--- config.mk ---
export PLATFORM = sky130hd
export DESIGN_NAME = page_write_buffer
export DESIGN_NICKNAME = d
export VERILOG_FILES = /design/src/rtl/pwb_pkg.sv /design/src/rtl/pwb_fill.sv /design/src/rtl/pwb_commit.sv /design/src/rtl/page_write_buffer.sv
export SDC_FILE = /design/constraint.sdc
export NUM_CORES = 1
export LEC_CHECK = 0
export BUFFER_PORTS_ARGS = -buffer_cell sky130_fd_sc_hd__buf_4
export CAP_MARGIN = 15
export CORE_MARGIN = 1.5
export CORE_UTILIZATION = 55
export DETAILED_ROUTE_END_ITERATION = 10
export PLACE_DENSITY = 0.72
export SLEW_MARGIN = 15
export SYNTH_ARGS = -nofsm -noshare
export SYNTH_HDL_FRONTEND = slang
export SYNTH_SLANG_ARGS = --single-unit
--- constraint.sdc ---
create_clock -name clk -period 5.6 [get_ports clk]
set_input_delay 0.28 -clock clk [delete_from_list [all_inputs] [get_ports clk]]
set_output_delay 0.28 -clock clk [all_outputs]
set_load 0.05 [all_outputs]
--- src/rtl/pwb_pkg.sv ---
package pwb_pkg;
  localparam int unsigned PWB_ADDR_W = 13;
  localparam int unsigned PWB_DATA_W = 8;
  localparam int unsigned PWB_SLOT_W = 5;
endpackage

--- src/rtl/pwb_fill.sv ---
module pwb_fill
  import pwb_pkg::*;
#(
  parameter int unsigned AW = PWB_ADDR_W,
  parameter int unsigned DW = PWB_DATA_W,
  parameter int unsigned SB = PWB_SLOT_W
) (
  input  logic          clk,
  input  logic          rst_n,
  input  logic          hold_i,
  input  logic          abort_i,
  input  logic          start_i,
  input  logic [AW-1:0] start_addr_i,
  input  logic          byte_vld_i,
  input  logic [DW-1:0] byte_i,
  input  logic          commit_i,
  input  logic [SB-1:0] rd_slot_i,
  output logic [DW-1:0] rd_data_o,
  output logic [AW-1:0] ptr_o,
  output logic [(1<<SB)-1:0] mask_next_o
);
  localparam int unsigned PG = 1 << SB;

  function automatic logic [AW-1:0] ptr_step(input logic [AW-1:0] p);
    logic [SB-1:0] lo;
    lo = p[SB-1:0] + 1'b1;
    return {p[AW-1:SB], lo};
  endfunction

  logic [AW-1:0] ptr_q, base_ptr;
  logic [PG-1:0] mask_q, base_mask, slot_bit;
  logic [DW-1:0] page_q [PG];
  logic          accept, take_start, byte_take;
  logic [SB-1:0] wr_slot;

  assign accept     = !hold_i && !abort_i;
  assign take_start = accept && start_i;
  assign byte_take  = accept && byte_vld_i;
  assign base_ptr   = take_start ? start_addr_i : ptr_q;
  assign base_mask  = take_start ? '0 : mask_q;
  assign wr_slot    = base_ptr[SB-1:0];

  always_comb begin
    slot_bit = '0;
    if (byte_take) slot_bit[wr_slot] = 1'b1;
  end

  assign mask_next_o = base_mask | slot_bit;

  always_ff @(posedge clk or negedge rst_n) begin
    if (!rst_n) begin
      ptr_q  <= '0;
      mask_q <= '0;
    end else begin
      ptr_q  <= byte_take ? ptr_step(base_ptr) : base_ptr;
      mask_q <= (abort_i || commit_i) ? '0 : mask_next_o;
    end
  end

  always_ff @(posedge clk) begin
    if (byte_take) page_q[wr_slot] <= byte_i;
  end

  assign rd_data_o = page_q[rd_slot_i];
  assign ptr_o     = ptr_q;


  page_bits_fixed_chk: assert property (@(posedge clk) disable iff (!rst_n)
    (accept && !start_i) |=> ptr_q[AW-1:SB] == $past(ptr_q[AW-1:SB]));


  abort_keeps_ptr_chk: assert property (@(posedge clk) disable iff (!rst_n)
    abort_i |=> (ptr_q == $past(ptr_q)) && (mask_q == '0));
endmodule

--- src/rtl/pwb_commit.sv ---
module pwb_commit
  import pwb_pkg::*;
#(
  parameter int unsigned SB = PWB_SLOT_W
) (
  input  logic                clk,
  input  logic                rst_n,
  input  logic                fire_i,
  input  logic                wp_i,
  input  logic                abort_i,
  input  logic [(1<<SB)-1:0]  load_mask_i,
  output logic                busy_o,
  output logic                we_o,
  output logic [SB-1:0]       slot_o,
  output logic                done_o
);
  localparam int unsigned PG = 1 << SB;

  function automatic logic [SB-1:0] lowest_slot(input logic [PG-1:0] m);
    logic [SB-1:0] r;
    r = '0;
    for (int i = PG - 1; i >= 0; i--) if (m[i]) r = SB'(i);
    return r;
  endfunction

  logic [PG-1:0] pend_q, slot_bit;
  logic          busy_q, done_q, last_write, skip_commit;

  assign slot_o = lowest_slot(pend_q);

  always_comb begin
    slot_bit = '0;
    slot_bit[slot_o] = 1'b1;
  end

  assign last_write  = (pend_q & ~slot_bit) == '0;
  assign skip_commit = wp_i || (load_mask_i == '0);

  always_ff @(posedge clk or negedge rst_n) begin
    if (!rst_n) begin
      pend_q <= '0;
      busy_q <= 1'b0;
      done_q <= 1'b0;
    end else begin
      done_q <= 1'b0;
      if (abort_i) begin
        pend_q <= '0;
        busy_q <= 1'b0;
      end else if (busy_q) begin
        pend_q <= pend_q & ~slot_bit;
        if (last_write) begin
          busy_q <= 1'b0;
          done_q <= 1'b1;
        end
      end else if (fire_i) begin
        if (skip_commit) done_q <= 1'b1;
        else begin
          busy_q <= 1'b1;
          pend_q <= load_mask_i;
        end
      end
    end
  end

  assign busy_o = busy_q;
  assign we_o   = busy_q;
  assign done_o = done_q;


  one_slot_per_cycle_chk: assert property (@(posedge clk) disable iff (!rst_n)
    (busy_q && !abort_i) |=> $countones(pend_q) == $countones($past(pend_q)) - 1);


  done_single_pulse_chk: assert property (@(posedge clk) disable iff (!rst_n)
    done_q |=> !done_q);


  protected_no_write_chk: assert property (@(posedge clk) disable iff (!rst_n)
    (fire_i && !busy_q && wp_i && !abort_i) |=> !busy_q && done_q);


  abort_cancels_chk: assert property (@(posedge clk) disable iff (!rst_n)
    abort_i |=> !busy_q && !done_q);
endmodule

--- src/rtl/page_write_buffer.sv ---
module page_write_buffer
  import pwb_pkg::*;
#(
  parameter int unsigned AW = PWB_ADDR_W,
  parameter int unsigned DW = PWB_DATA_W,
  parameter int unsigned SB = PWB_SLOT_W
) (
  input  logic          clk,
  input  logic          rst_n,
  input  logic          start_i,
  input  logic [AW-1:0] start_addr_i,
  input  logic          byte_vld_i,
  input  logic [DW-1:0] byte_i,
  input  logic          stop_i,
  input  logic          wp_i,
  input  logic          abort_i,
  output logic          mem_we_o,
  output logic [AW-1:0] mem_addr_o,
  output logic [DW-1:0] mem_wdata_o,
  output logic          done_o,
  output logic          busy_o,
  output logic [AW-1:0] ptr_o
);
  localparam int unsigned PG = 1 << SB;

  logic          busy, commit_fire, seq_we;
  logic [SB-1:0] seq_slot;
  logic [PG-1:0] fill_mask;
  logic [DW-1:0] slot_data;
  logic [AW-1:0] ptr;

  assign commit_fire = stop_i && !busy && !abort_i;

  pwb_fill #(.AW(AW), .DW(DW), .SB(SB)) u_fill (
    .clk(clk), .rst_n(rst_n), .hold_i(busy), .abort_i(abort_i),
    .start_i(start_i), .start_addr_i(start_addr_i),
    .byte_vld_i(byte_vld_i), .byte_i(byte_i), .commit_i(commit_fire),
    .rd_slot_i(seq_slot), .rd_data_o(slot_data), .ptr_o(ptr),
    .mask_next_o(fill_mask)
  );

  pwb_commit #(.SB(SB)) u_commit (
    .clk(clk), .rst_n(rst_n), .fire_i(commit_fire), .wp_i(wp_i),
    .abort_i(abort_i), .load_mask_i(fill_mask), .busy_o(busy),
    .we_o(seq_we), .slot_o(seq_slot), .done_o(done_o)
  );

  assign mem_we_o    = seq_we;
  assign mem_addr_o  = {ptr[AW-1:SB], seq_slot};
  assign mem_wdata_o = slot_data;
  assign busy_o      = busy;
  assign ptr_o       = ptr;


  write_in_page_chk: assert property (@(posedge clk) disable iff (!rst_n)
    mem_we_o |-> mem_addr_o[AW-1:SB] == ptr_o[AW-1:SB]);


  busy_freezes_ptr_chk: assert property (@(posedge clk) disable iff (!rst_n)
    (busy_o && !abort_i) |=> ptr_o == $past(ptr_o));
endmodule

==> results by group <==
Detailed routing
  • DR iter-0 viols: 1748
  • Number of detailed-route iterations in the first pass: 6
  • Routed Wire Length: 42900 um
  • Drt wl/cell: 25.1 um
  • Drc violations: 0
  • Total number of vias: 11200
  • Vias per cell: 6.53
  • Antenna Nets Post-Route: 0

STA
  • Post-layout min period: 5.09 ns
  • Max Clk Rate: 196 MHz
  • Final cycle utilization of the critical path: 90.9%
  • Final WS setup: 0.508 ns
  • Final hold slack: 0.108 ns
  • Max Slew Vio Count: 0
  • Layout Skew: 0.0208 ns
  • RSZ-0062 raised after global routing: no
  • Slew Limit Headroom: 21.4%
  • Setup violators final: 0
  • Hold Fails Final Rpt: 0
  • Fin Setup TNS: 0 ns
  • Least-Margin Pin Slew: 1.18 ns

Outcome
  • Status: completed

Cells and area
  • Area growth syn-to-layout: 12.9%
  • Filler instances: 2126
  • Register area: 9660 sq um
  • N_diodes: 0
  • Share of cells above drive strength 1: 16.1%
  • Final Instance Area: 17400 sq um
  • Area of the multi-input gates: 5280 sq um
  • Finished Layout Cells: 1708
  • Layout Nets: 1339

Place
  • Post-placement setup slack: 0.986 ns
  • Number of I/O port buffers: 64
  • DP Area: 16100 sq um
  • Placer Congestion: 0.981
  • Dpl hpwl: 27800 um
  • Placed Cells: 1637

Global route
  • Antenna violations before repair: 2
  • Largest net degree at the start of global routing: 80
  • First-pass GRT wire length: 64800 um
  • Vias in the first global route: 10600
  • GRT overflow: 0
  • Overall routing resource usage: 30.1%

Floorplan
  • Die Ht: 170 um
  • Core footprint: 27700 sq um
  • Ports: 65
  • Die area: 29000 sq um
  • Die X: 170 um
  • Row cnt: 61
  • Initial Util: 55.6%

Power and ir drop
  • Worst vdd ir: 437 uV
  • Leak pwr: 0.00657 uW
  • Pwr/cell area: 440 nW/um^2

Yosys
  • Post-synth cell types: 74
  • Sequential-to-total area share from yosys stat: 62.7%
  • Synth top cells by count: edfxtp_1, nor2_1, nand2_1, dfrtp_1, a21oi_1
  • Synth top area share: 49.9%
  • Most used DFF post-synth: edfxtp_1
  • Mapped Area: 15400 sq um
  • Synth area leader: edfxtp_1
  • Most area-consuming cells after synthesis: edfxtp_1, dfrtp_1, nor2_1
  • Ys Warns: 0
  • Yosys reg bits: 335
  • FFs w/ async S/R, synth: 23.6%
  • Most frequent cell after synthesis: edfxtp_1
  • Syn_area_per_cell: 12.1 sq um
  • Cells after Synth: 1271
  • Syn Nets: 1303
  • Post-synth EDFFs: 256

Setup path
  • Critical path required time: 5.32 ns
  • CP endpoint kind: output port
  • Worst-path fanout max: 48
  • Critical path type: flop to output port
  • Critical path arrival: 4.81 ns
  • Crit start category: flop

Clock network
  • TritonCTS clock tree: done
  • CTS Buffer Depth: 3
  • Clock slew at reported path FFs: 0.06 ns
  • CTS buffer count: 36
  • Clk_lat worst skew: 0.53 ns
  • Clk sinks: 335
  • Htree depth: 2
  • Clk root buf: clkbuf_16
  • Postcts setup bufs: 0

Worst hold path
  • Hold crit path type: input port to flop

Flow run
  • MaxCap Viol Count: 0
==> worst paths after layout <==
| kind | slack [ns] | to | from | depth (start not counted) |
|---|---|---|---|---|
| worst max-delay path | 0.51 | mem_wdata_o[0] | u_commit.pend_q[9] | 11 |
| worst min-delay path | 0.11 | u_commit.pend_q[13] | abort_i | 2 |
| worst max register to register | 0.93 | u_commit.pend_q[23] | u_commit.busy_o | 13 |
| worst min register to register | 0.50 | u_fill.ptr_o[10] | u_fill.ptr_o[10] | 2 |
| max in group asynchronous | 4.79 | u_commit.busy_o | rst_n | 3 |
| min in group asynchronous | 0.20 | u_fill.mask_q[14] | rst_n | 2 |
==> cell type report <==
type	count	area share, %
multi-input cells	826	30.3
flip-flops and latches	335	55.5
clock buffers	49	5.81
inverters	14	0.302
well taps	378	2.72
repair buffers	94	4.37
clock inverters	12	0.985
==> routing by layer <==
layer / GRT usage (%) / wire (um) / share of wire [%] / vias to the layer above
met5: 0 / 14 / 0.033 / -
met4: 12.0 / 1700 / 4.0 / 2
met3: 5.77 / 4210 / 9.8 / 126
met2: 46.2 / 19700 / 46 / 645
met1: 42.5 / 17300 / 40 / 5507
li1: - / - / - / 4872
==> through the flow <==
| step | util (%) | power [uW] |
|---|---|---|
| after floorplan | - | 4520 |
| after global placement | 58.1 | 5250 |
| after detailed placement | 58.1 | 5260 |
| after CTS | 62.7 | 7640 |
| after global routing | 62.8 | 7910 |
| final | 62.8 | 7660 |
==> power by group <==
group | switching (uW) | internal (uW) | leakage [uW]
clock network | 947 | 1450 | 0.000576
logic | 1670 | 742 | 0.00262
registers | 74.4 | 2770 | 0.00337
==> state kept, by name, summed over array words and instances (netlist names) <==
name             flops
u_fill.page_q      256
u_commit.pend_q     32
u_commit.busy_o      1
u_commit.done_o      1
u_fill.mask_q       32
u_fill.ptr_o        13
==> logic make-up after synthesis <==
logic type	share of synthesized area, %
XOR/XNOR	0.114
AO/OA/AOI/OAI	14.0
buffers and inverters	3.27
adder cells (fa/ha/maj)	0.390
AND/OR/NAND/NOR	12.2
flip-flops	62.7
multiplexers	7.36
==> worst max-delay path, stage by stage (launching register included) <==
cell and delay [ns]:
dfrtp_1 0.45, nor3b_1 0.17, or4_1 0.45, a22oi_1 0.55, a21o_4 0.29, a21o_2 0.49, buf_12 0.34, mux2i_1 0.25
a211oi_1 0.09, or4_1 0.59, or3_1 0.38, buf_4 0.21
==> cell usage in the layout (no fill, tap or decap), types with 9 or more instances in the layout <==
| cell | count |
|---|---|
| edfxtp_1 | 256 |
| nor2_1 | 163 |
| nand2_1 | 115 |
| buf_4 | 83 |
| dfrtp_1 | 79 |
| a21oi_1 | 62 |
| mux2i_1 | 56 |
| mux2_2 | 50 |
| a31oi_1 | 45 |
| o21ai_0 | 38 |
| clkbuf_16 | 38 |
| a21o_1 | 22 |
| o22ai_1 | 20 |
| or4_1 | 17 |
| a211oi_1 | 17 |
| and2_1 | 15 |
| inv_1 | 13 |
| nand3_1 | 13 |
| o31a_1 | 13 |
| nor3_1 | 12 |
| a311oi_1 | 12 |
| o2111ai_1 | 12 |
| o2bb2ai_1 | 12 |
| nor2b_1 | 9 |
| clkbuf_1 | 9 |
| dlygate4sd3_1 | 9 |
==> repair_timing <==
item / CTS / global route
gates resized for setup: 0 / 0
endpoints found under the hold margin: 39 / 0
hold buffers: 9 / 0
Note: power is estimated with default switching activity, not from simulation.
